<file path="config.mk">
export PLATFORM = sky130hd
export DESIGN_NAME = fbc_bounds_cmp
export DESIGN_NICKNAME = d
export VERILOG_FILES = /design/src/rtl/fbc_pkg.sv /design/src/rtl/fbc_lane_cmp.sv /design/src/rtl/fbc_cond_reduce.sv /design/src/rtl/fbc_bounds_cmp.sv
export SDC_FILE = /design/constraint.sdc
export NUM_CORES = 1
export LEC_CHECK = 0
export ABC_AREA = 1
export ABC_CLOCK_PERIOD_IN_PS = 2700
export BUFFER_PORTS_ARGS = -buffer_cell sky130_fd_sc_hd__buf_2
export CAP_MARGIN = 20
export CORE_AREA = 2 2 155 157
export DETAILED_ROUTE_END_ITERATION = 10
export DIE_AREA = 0 0 157 159
export PLACE_DENSITY = 0.54
export SYNTH_ARGS = -nofsm -noshare
export SYNTH_HDL_FRONTEND = slang
export SYNTH_SLANG_ARGS = --single-unit
export TNS_END_PERCENT = 100
</file>
<file path="constraint.sdc">
create_clock -name clk -period 2.7 [get_ports clk]
set_input_delay 0.135 -clock clk [delete_from_list [all_inputs] [get_ports clk]]
set_output_delay 0.135 -clock clk [all_outputs]
set_load 0.01 [all_outputs]
</file>
<file path="src/rtl/fbc_pkg.sv">
package fbc_pkg;
  localparam int EXP_W  = 8;
  localparam int FRAC_W = 23;
  localparam int LANE_W = 1 + EXP_W + FRAC_W;
  localparam int LANES  = 4;
  localparam int FLAG_HI_BIT = LANE_W - 1;
  localparam int FLAG_LO_BIT = LANE_W - 2;

  typedef logic [LANE_W-1:0] flt_t;

  typedef struct packed {
    logic lt;
    logic gt;
    logic eq;
    logic so;
  } cond_t;

  function automatic logic flt_is_nan(input flt_t x);
    return (&x[LANE_W-2:FRAC_W]) && (|x[FRAC_W-1:0]);
  endfunction

  function automatic logic flt_is_zero(input flt_t x);
    return ~|x[LANE_W-2:0];
  endfunction

  function automatic flt_t flt_negate(input flt_t x);
    return {~x[LANE_W-1], x[LANE_W-2:0]};
  endfunction

  // Ordered greater-than for non-NaN operands; signed zeros are equal.
  function automatic logic flt_gt(input flt_t a, input flt_t b);
    logic sa, sb;
    logic [LANE_W-2:0] ma, mb;
    sa = a[LANE_W-1];
    sb = b[LANE_W-1];
    ma = a[LANE_W-2:0];
    mb = b[LANE_W-2:0];
    if (flt_is_zero(a) && flt_is_zero(b)) return 1'b0;
    if (sa != sb) return ~sa;
    if (!sa) return ma > mb;
    return ma < mb;
  endfunction
endpackage

</file>
<file path="src/rtl/fbc_lane_cmp.sv">
module fbc_lane_cmp
  import fbc_pkg::*;
(
  input  flt_t a_lane,
  input  flt_t b_lane,
  output logic flag_hi,
  output logic flag_lo,
  output logic nan_hit,
  output flt_t lane_res
);
  flt_t neg_b;
  logic above_hi;
  logic below_lo;

  always_comb begin
    neg_b    = flt_negate(b_lane);
    nan_hit  = flt_is_nan(a_lane) | flt_is_nan(b_lane);
    above_hi = flt_gt(a_lane, b_lane);
    below_lo = flt_gt(neg_b, a_lane);
    flag_hi  = nan_hit | above_hi;
    flag_lo  = nan_hit | below_lo;
    lane_res = '0;
    lane_res[FLAG_HI_BIT] = flag_hi;
    lane_res[FLAG_LO_BIT] = flag_lo;
  end
endmodule

</file>
<file path="src/rtl/fbc_cond_reduce.sv">
module fbc_cond_reduce
  import fbc_pkg::*;
#(
  parameter int N_LANES = 4
) (
  input  logic [N_LANES-1:0] hi_flags,
  input  logic [N_LANES-1:0] lo_flags,
  output logic               all_in,
  output cond_t              cond
);
  always_comb begin
    all_in  = ~(|hi_flags | |lo_flags);
    cond.lt = 1'b0;
    cond.gt = 1'b0;
    cond.eq = all_in;
    cond.so = 1'b0;
  end
endmodule

</file>
<file path="src/rtl/fbc_bounds_cmp.sv">
module fbc_bounds_cmp
  import fbc_pkg::*;
#(
  parameter int N_LANES = fbc_pkg::LANES
) (
  input  logic                       clk,
  input  logic                       rst,
  input  logic                       valid_in,
  input  logic                       rec_in,
  input  logic [N_LANES*LANE_W-1:0]  a_in,
  input  logic [N_LANES*LANE_W-1:0]  b_in,
  output logic                       valid_out,
  output logic [N_LANES*LANE_W-1:0]  res_out,
  output logic [3:0]                 cond_out,
  output logic                       cond_we_out
);
  localparam int VEC_W = N_LANES * LANE_W;

  logic [N_LANES-1:0] hi_w;
  logic [N_LANES-1:0] lo_w;
  logic [N_LANES-1:0] nan_w;
  logic [VEC_W-1:0]   res_w;
  logic               all_in_w;
  cond_t              cond_w;
  logic               started;

  for (genvar i = 0; i < N_LANES; i++) begin : g_lane
    fbc_lane_cmp u_lane (
      .a_lane  (a_in[LANE_W*i +: LANE_W]),
      .b_lane  (b_in[LANE_W*i +: LANE_W]),
      .flag_hi (hi_w[i]),
      .flag_lo (lo_w[i]),
      .nan_hit (nan_w[i]),
      .lane_res(res_w[LANE_W*i +: LANE_W])
    );

    // a NaN operand yields both flags in the result cycle
    a_r4_nan_both: assert property (@(posedge clk) disable iff (rst)
      (valid_in && nan_w[i]) |=>
        (res_out[LANE_W*i+FLAG_HI_BIT] && res_out[LANE_W*i+FLAG_LO_BIT]));

    // filler bits of each result lane stay zero
    a_r5_low_zero: assert property (@(posedge clk) disable iff (rst)
      valid_out |-> (res_out[LANE_W*i +: LANE_W-2] == '0));
  end

  fbc_cond_reduce #(.N_LANES(N_LANES)) u_reduce (
    .hi_flags(hi_w),
    .lo_flags(lo_w),
    .all_in  (all_in_w),
    .cond    (cond_w)
  );

  always_ff @(posedge clk) begin
    if (rst) begin
      valid_out   <= 1'b0;
      cond_we_out <= 1'b0;
      started     <= 1'b0;
    end else begin
      valid_out   <= valid_in;
      cond_we_out <= valid_in & rec_in;
      started     <= 1'b1;
    end
  end

  always_ff @(posedge clk) begin
    if (valid_in) begin
      res_out  <= res_w;
      cond_out <= cond_w;
    end
  end

  // one-cycle latency of the valid strobe
  a_r9_latency: assert property (@(posedge clk) disable iff (rst || !started)
    valid_out == $past(valid_in));

  // no condition write without a record request
  a_r8_no_we: assert property (@(posedge clk) disable iff (rst)
    (valid_in && !rec_in) |=> !cond_we_out);

  // eq bit agrees with the lane flags; other bits clear
  a_r7_eq_agrees: assert property (@(posedge clk) disable iff (rst)
    cond_we_out |-> (valid_out && cond_out[1] == (res_out == '0)
                     && cond_out[3] == 1'b0 && cond_out[2] == 1'b0
                     && cond_out[0] == 1'b0));
endmodule

</file>
==> impl_metrics.tcl, run 1 <==
set metrics [dict create \
    antenna_cells 0 \
    crit_start "b_in[58]" \
    grt_max_degree 12 \
    nFillCells 2644 \
    final_common_cell "buf_2" \
    fp.coreArea_um2 23190 \
    postCtsSetupBuffers 0 \
    hold_path.class "in -> reg" \
    die_y_um 159 \
    dp_hpwl_mm 17.38 \
    start_util_pct 26.23 \
    period_share_pct 65.37 \
    final.min_clock_period_ns 1.765 \
    grt_pass1_vias 6278 \
    drive_above_1_share_pct 26.67 \
    cts_htree_levels 1 \
    cts_tree "built" \
    synthAdderAreaFrac_pct 25.50 \
    pre_cts_ws_ns 0.6650 \
    portBuffers 270 \
    cts-resized-gates 0 \
    synth-xor-area-share_pct 0 \
    powerDensity_nw_per_um2 195.8 \
    area_delta_synth_final_pct 22.42 \
    antenna_found_initial 0 \
    arrival_ns 1.76 \
    cts_buffers 3 \
    dieWidth_um 157 \
    grt_usage_pct 14.09 \
    outcome "completed" \
    final_cell_mix "buf_2 (270), nand2_1 (240), inv_1 (172)" \
    leakage_nw 4.600 \
    cts_hold_buf 0 \
    cts_sinks 11 \
    ys_seq_area_share_pct 5.101 \
    drtPass1Iterations 4 \
    nets 1671 \
    wl_mm 18.38 \
    clockRootBuffer "clkbuf_16" \
    crit_required_ns 2.70 \
    final-setup-viol-count 0 \
    wire_per_inst_um 11.45 \
    grt_overflow 0 \
    drc 0 \
    drt_iter0_drc 207 \
    postSynthCellCount 1013 \
    synth_top_family_by_area "simple AND/OR/NAND/NOR gates" \
    syn_area_um2 6083 \
    synthMuxAreaShare_pct 0 \
    path_class "in -> reg" \
    yosys.area_share.simple_pct 37.17 \
    cap_violations 0 \
    via_per_inst 4.032 \
    gp_congestion 0.8509 \
    critPathCapture "cond_out[1]$_DFFE_PP_" \
    worstPathMaxFanout 3 \
    syn_avg_cell_area_um2 6.005 \
    synth-seq-cells 11 \
    startpoint_type "primary input" \
    hold_viol 0 \
    cts.clk_slew.worst_paths_ns 0.05 \
    ant_nets 0 \
    ios 394 \
    synth_compound_area_share_pct 4.587 \
    ir_worst_vdd_mv 0.1443 \
    timing.final.ws_setup_ns 0.9351 \
    ys_warn_count 0 \
    synth_cell_types 29 \
    clockBufferDepth 2 \
    vias 6472 \
    fin_tns_setup_ns 0 \
    drv_slew 0 \
    grt_first_pass_wirelength_mm 29.14 \
    rsz0062_at_grt "no" \
    die-area_um2 24960 \
    num_rows 56 \
    max_freq_mhz 566.6 \
    cp-end-kind "flop" \
]
==> worst max-delay path, stage by stage <==
cell and delay (ns):
buf_2 0.08, inv_1 0.06, ha_1 0.29, nand2_1 0.07
nor2_1 0.18, nand2_1 0.13, nor3_2 0.16, nand2_1 0.10
nand2_2 0.09, nand2_1 0.05, nand2_1 0.07, nand2_1 0.06
nand2_1 0.13, nor2_1 0.05, nand2_1 0.08, nor2_2 0.03
==> synth_stat cells (all sizes together) <==
cell type / n / area share, %
nand4: 38 / 3.9
o21a: 1 / 0.12
a22oi: 2 / 0.25
nor4: 9 / 1.0
inv: 201 / 12
nor3b: 4 / 0.49
or2: 4 / 0.41
edfxtp: 9 / 4.4
and2: 1 / 0.14
nand3b: 2 / 0.25
a21oi: 45 / 3.8
o21ai: 1 / 0.082
dfxtp: 2 / 0.66
a21o: 3 / 0.37
nor2: 122 / 8.1
conb: 1 / 0.062
nor3: 33 / 3.7
buf: 123 / 15
nand3: 34 / 2.9
ha: 124 / 26
nand2: 251 / 16
and3: 3 / 0.31
==> through the flow <==
step / power, mW / utilization [%] / instance area (um^2) / instances / hold WS, ns
detailed placement: 1.175 / 31.77 / 7368 / 1601 / 0.3586
finish: 1.458 / 32.11 / 7447 / 1605 / 0.08579
global route: 1.636 / 32.11 / 7447 / 1605 / 0.09196
CTS: 1.481 / 32.11 / 7447 / 1605 / 0.09095
floorplan: 0.9082 / - / 6541 / 1135 / 0.2062
global placement: 1.171 / 31.77 / 7368 / 1601 / 0.3567
==> report_power, final <==
group	leakage [nW]	internal, mW	switching (mW)
registers	0.105	0.205	0.00416
clock network	0.0382	0.200	0.0893
logic	4.46	0.383	0.577
==> logic make-up (layout without fill, tap and decap cells) <==
logic type,count (synthesis),after routing
adder cells (fa/ha/maj),124,124
AO/OA/AOI/OAI,52,52
other,1,123
buffers and inverters,324,475
AND/OR/NAND/NOR,501,501
flip-flops,11,11
==> per-layer routing <==
layer,routed length (um),track usage [%]
met5,0,0
met4,136,1.835
met3,1206,1.715
met2,9094,26.59
met1,7937,17.28
==> layout make-up <==
type | instances | area, um^2 | share of cell area, %
multi-input cells | 800 | 4553 | 61.14
repair buffers | 270 | 1351 | 18.15
inverters | 201 | 754.5 | 10.13
well taps | 319 | 399.1 | 5.360
flip-flops and latches | 11 | 310.3 | 4.167
clock buffers | 4 | 78.83 | 1.058
==> worst min-delay path by stage <==
stage / startpoint / slack [ns] / cells past startpoint / endpoint
3_5_place_dp: rst / 0.36 / 2 / valid_out$_SDFF_PP0_
6_report: rst / 0.09 / 2 / valid_out$_SDFF_PP0_
5_1_grt: rst / 0.09 / 2 / valid_out$_SDFF_PP0_
2_1_floorplan: rst / 0.21 / 1 / valid_out$_SDFF_PP0_
3_3_place_gp: rst / 0.36 / 2 / valid_out$_SDFF_PP0_
4_1_cts: rst / 0.09 / 2 / valid_out$_SDFF_PP0_
==> sequential cells by signal (all words and copies together) (netlist names) <==
signal and count:
valid_out 1, cond_we_out 1, res_out 8, cond_out 1
Power figures use the tool's default switching activity.
==> run 2: changes to the inputs <==
--- a/config.mk
+++ b/config.mk
@@ -6,13 +6,13 @@
 export NUM_CORES = 1
 export LEC_CHECK = 0
 export ABC_AREA = 1
-export ABC_CLOCK_PERIOD_IN_PS = 2700
+export ABC_CLOCK_PERIOD_IN_PS = 1610
 export BUFFER_PORTS_ARGS = -buffer_cell sky130_fd_sc_hd__buf_2
 export CAP_MARGIN = 20
 export CORE_AREA = 2 2 155 157
 export DETAILED_ROUTE_END_ITERATION = 10
 export DIE_AREA = 0 0 157 159
-export PLACE_DENSITY = 0.54
+export PLACE_DENSITY = 0.56
 export SYNTH_ARGS = -nofsm -noshare
 export SYNTH_HDL_FRONTEND = slang
 export SYNTH_SLANG_ARGS = --single-unit
==> constraint.sdc (replaced) <==
create_clock -name clk -period 1.61 [get_ports clk]
set_input_delay 0.0805 -clock clk [delete_from_list [all_inputs] [get_ports clk]]
set_output_delay 0.0805 -clock clk [all_outputs]
set_load 0.01 [all_outputs]
==> run 2 against run 1 <==
Compared with the run above: sequential cell count unchanged; combinational power rose to 2.6 times the previous value; first-iteration DRC count decreased by 21%; utilization rose by 12 points; sequential share of layout area shrank 1.1 points; cell count up 9.9%; clock power up 61%; non-clock buffer count grew 159; power is 130% higher.
==> impl_metrics.tcl, run 2 (synthesis results as in run 1) <==
set metrics [dict create \
    outcome "completed" \
    antenna_found_initial 0 \
    cts_htree_levels 1 \
    regArea_um2 310.3 \
    wl_mm 21.03 \
    fp.coreArea_um2 23190 \
    portBuffers 270 \
    crit_required_ns 1.60 \
    timing.final.ws_setup_ns 0.02109 \
    antenna_cells 0 \
    final-setup-viol-count 0 \
    ios 394 \
    dieWidth_um 157 \
    nets 1830 \
    hold_path.class "in -> reg" \
    pre_cts_ws_ns -0.3627 \
    dpl.cell_count 1745 \
    dp_hpwl_mm 17.76 \
    finalNonFillerCells 1764 \
    die_y_um 159 \
    arrival_ns 1.58 \
    final_cell_mix "buf_2 (236), nand2_1 (187), buf_4 (166)" \
    power_mw 3.310 \
    cp_cell_sequence "buf_4 > ha_4 > nand2_2 > nor2_2 > and2_4 > and3_4 > nand2_2 > nand2_4 > nand2_2 > nand2_2 > nand2_2 > nand2_2 > nor2_2 > nand2_1 > nor2_2" \
    grt_pass1_vias 6894 \
    grt_max_degree 12 \
    max_freq_mhz 629.4 \
    num_rows 56 \
    clockBufferDepth 2 \
    gp_congestion 0.8420 \
    drive_above_1_share_pct 49.55 \
    rsz0062_at_grt "yes" \
    period_share_pct 98.69 \
    grt_usage_pct 14.81 \
    ir_worst_vdd_mv 0.2253 \
    start_util_pct 26.23 \
    critPathMaxStageDelay_ns 0.27 \
    grt_first_pass_wirelength_mm 30.70 \
    wire_per_inst_um 11.92 \
    final.min_clock_period_ns 1.589 \
    drc 0 \
    die-area_um2 24960 \
    largest_reg_flops 8 \
    via_per_inst 4.168 \
    path_class "in -> reg" \
    cp-end-kind "flop" \
    hold_viol 0 \
    vias 7353 \
    cts.clk_slew.worst_paths_ns 0.05 \
    crit_family "simple AND/OR/NAND/NOR gates" \
    cts_tree "built" \
    cts_sinks 11 \
    drv_slew 0 \
    crit_top_cell "nand2_2" \
    area_delta_synth_final_pct 66.89 \
    leakage_nw 5.581 \
    ant_nets 0 \
    critPathBufInv 1 \
    drtPass1Iterations 5 \
    fin_tns_setup_ns 0 \
    cap_violations 0 \
    nFillCells 2469 \
    startpoint_type "primary input" \
    worstPathMaxFanout 3 \
    multiInputGateArea_um2 5871 \
    cts_buffers 3 \
    slowest_stage "ha_4" \
    drt_iter0_drc 163 \
    final_common_cell "buf_2" \
    whs_ns 0.05567 \
    powerDensity_nw_per_um2 326.0 \
    grt_overflow 0 \
    regMostFlops "res_out" \
    clockRootBuffer "clkbuf_16" \
]
run 2: changes by cell type in the layout (fill, tap and decap cells not counted), moves of 34 or more:
cell,delta
buf_4,+166
ha_1,-63
ha_4,+63
nand2_1,-53
inv_1,-47
inv_2,+45
nand2_2,+37
buf_2,-34
run 2: report_power, final:
group / switching (mW) / internal, mW
sequential: 0.00786 / 0.345
clock: 0.133 / 0.334
combinational: 1.30 / 1.19
total: 1.44 / 1.87
run 2: routing by layer:
layer | wire [um] | up-vias | share of wire, % | GRT usage [%]
met5 | 0 | - | 0 | 0
met4 | 244 | 0 | 1.2 | 2.419
met3 | 1156 | 14 | 5.5 | 1.633
met2 | 11040 | 228 | 52 | 28.07
met1 | 8590 | 3276 | 41 | 17.98
li1 | - | 3835 | - | -
run 2: area by class of cell:
class | count | area share, %
Multi-Input combinational cell | 800 | 57.83
Timing Repair Buffer | 429 | 26.93
Inverter | 201 | 7.481
Tap cell | 319 | 3.931
Sequential cell | 11 | 3.056
Clock buffer | 4 | 0.7764
run 2: per-stage QoR:
stage,utilization [%],instance area [um^2]
2_1_floorplan,-,6541
5_1_grt,43.77,10150
4_1_cts,38.95,9032
6_report,43.77,10150
3_3_place_gp,36.43,8449
3_5_place_dp,36.43,8449
run 2: worst min-delay path, delay by kind of cell:
| kind | cells | cell delay, ns |
|---|---|---|
| simple gates | 2 | 0.08 |
| buf+inv | 1 | 0.09 |
run 2: final timing paths:
| kind | startpoint | endpoint | slack (ns) | cells after the start |
|---|---|---|---|---|
| max | a_in[28] | cond_out[1]$_DFFE_PP_ | 0.02 | 15 |
| min | rec_in | cond_we_out$_SDFF_PP0_ | 0.06 | 3 |
run 2: timing repair:
action | 4_1_cts | 5_1_grt
hold endpoints to repair | 1 | 0
pin swaps | 51 | 97
endpoints found under the setup margin | 1 | 3
hold buffers | 1 | 0
resized for setup | 95 | 201
setup buffers | 4 | 10
==> run 3: changes to the inputs <==
--- a/config.mk
+++ b/config.mk
@@ -12,7 +12,7 @@
 export CORE_AREA = 2 2 155 157
 export DETAILED_ROUTE_END_ITERATION = 10
 export DIE_AREA = 0 0 157 159
-export PLACE_DENSITY = 0.56
+export PLACE_DENSITY = 0.61
 export SYNTH_ARGS = -nofsm -noshare
 export SYNTH_HDL_FRONTEND = slang
 export SYNTH_SLANG_ARGS = --single-unit
==> run 3 against run 2 <==
Compared with the run above: global-route usage fell by 0.19 points; clock power rose by 4.9%; combinational power fell by 4%; die area did not move; via count fell by 0.37%; critical path type unchanged; critical endpoint unchanged.
==> impl_metrics.tcl, run 3 (synthesis results as in run 1) <==
set metrics [dict create \
    outcome "completed" \
    path_class "in -> reg" \
    ant_nets 0 \
    antenna_found_initial 2 \
    post_dp_cell_area_um2 8397 \
    final_cell_mix "buf_2 (251), nand2_1 (190), buf_4 (153)" \
    cts_tree "built" \
    clockRootBuffer "clkbuf_16" \
    dieWidth_um 157 \
    regMostFlops "res_out" \
    die_y_um 159 \
    vias 7326 \
    via_per_inst 4.167 \
    cp_cell_sequence "buf_2 > inv_1 > ha_4 > nand2_2 > nor2_4 > buf_4 > nand3_1 > nand3_2 > nor2_2 > nand2_2 > a21oi_2 > nand2_2 > nand2_4 > nor2_4 > nand2_2 > nor2_2" \
    crit_top_cell "nand2_2" \
    final_common_cell "buf_2" \
    cts_htree_levels 1 \
    worstPathMaxFanout 3 \
    slowest_stage "ha_4" \
    wire_per_inst_um 11.74 \
    wl_mm 20.63 \
    drive_above_1_share_pct 47.04 \
    cp-end-kind "flop" \
    start_util_pct 26.23 \
    cap_violations 0 \
    drtPass1Iterations 5 \
    leakage_nw 5.464 \
    portBuffers 270 \
    dp_hpwl_mm 17.52 \
    crit_family "simple AND/OR/NAND/NOR gates" \
    regArea_um2 310.3 \
    fin_area_um2 9868 \
    grt_pass1_vias 7030 \
    largest_reg_flops 8 \
    ios 394 \
    cts.clk_slew.worst_paths_ns 0.05 \
    grt_overflow 0 \
    startpoint_type "primary input" \
    hold_path.class "in -> reg" \
    grt_first_pass_wirelength_mm 30.66 \
    final.min_clock_period_ns 1.568 \
    ir_worst_vdd_mv 0.3095 \
    arrival_ns 1.57 \
    rsz0062_at_grt "yes" \
    nets 1822 \
    clockBufferDepth 2 \
    max_freq_mhz 637.8 \
    hold_viol 0 \
    die-area_um2 24960 \
    fp.coreArea_um2 23190 \
    cts_buffers 3 \
    nFillCells 2430 \
    powerDensity_nw_per_um2 327.9 \
    period_share_pct 97.38 \
    num_rows 56 \
    drv_slew 0 \
    gp_congestion 0.8522 \
    final-setup-viol-count 0 \
    crit_required_ns 1.61 \
    drt_iter0_drc 197 \
    area_delta_synth_final_pct 62.22 \
    multiInputGateArea_um2 5720 \
    drc 0 \
    grt_max_degree 12 \
    cts_sinks 11 \
    critPathBufInv 3 \
    final_core_util_pct 42.55 \
    critPathMaxStageDelay_ns 0.21 \
    grt_usage_pct 14.63 \
]
-- run 3: path summary, 6_finish.rpt --
kind | startpoint | to | slack [ns] | depth (start not counted)
hold / removal | rec_in | cond_we_out$_SDFF_PP0_ | 0.04 | 3
setup / recovery | b_in[59] | cond_out[1]$_DFFE_PP_ | 0.04 | 16
-- run 3: per-stage QoR --
step | worst slack [ns] | instances | hold WS (ns) | TNS (ns) | total power, mW
5_1_grt | -0.08647 | 1757 | 0.06388 | -0.1258 | 3.569
6_report | 0.04217 | 1758 | 0.04304 | 0 | 3.235
2_1_floorplan | 0.02283 | 1135 | 0.1517 | 0 | 1.523
3_5_place_dp | -0.4133 | 1738 | 0.2618 | -1.614 | 2.233
4_1_cts | 0.0001619 | 1748 | 0.03346 | 0 | 2.894
3_3_place_gp | -0.4033 | 1738 | 0.2555 | -1.508 | 2.214
-- run 3: final cells by class --
class	instances	share of cell area, %
Antenna cell	2	0.05072
Multi-Input combinational cell	800	57.97
Tap cell	319	4.045
Inverter	201	7.696
Timing Repair Buffer	421	26.30
Clock buffer	4	0.7988
Sequential cell	11	3.144
-- run 3: report_power, final --
part	internal (mW)	total (mW)	switching [mW]	leakage [nW]
sequential	0.345	0.352	0.00708	0.105
clock	0.335	0.489	0.154	0.0382
combinational	1.13	2.39	1.27	5.32
-- run 3: timing repair --
item | in CTS | in global routing
gates resized for setup | 70 | 169
hold endpoints to repair | 2 | 0
buffers inserted | 5 | 8
gates cloned | 0 | 0
pin swaps | 47 | 91
endpoints found under the setup margin | 2 | 4
hold buffers | 1 | 0
-- run 3: layer usage --
metal | track usage (%) | vias to the layer above | part of all wire (%)
li1 | - | 3813 | -
met1 | 17.48 | 3229 | 42
met2 | 27.47 | 262 | 51
met3 | 2.341 | 22 | 5.7
met4 | 2.460 | 0 | 1.6
met5 | 0 | - | 0
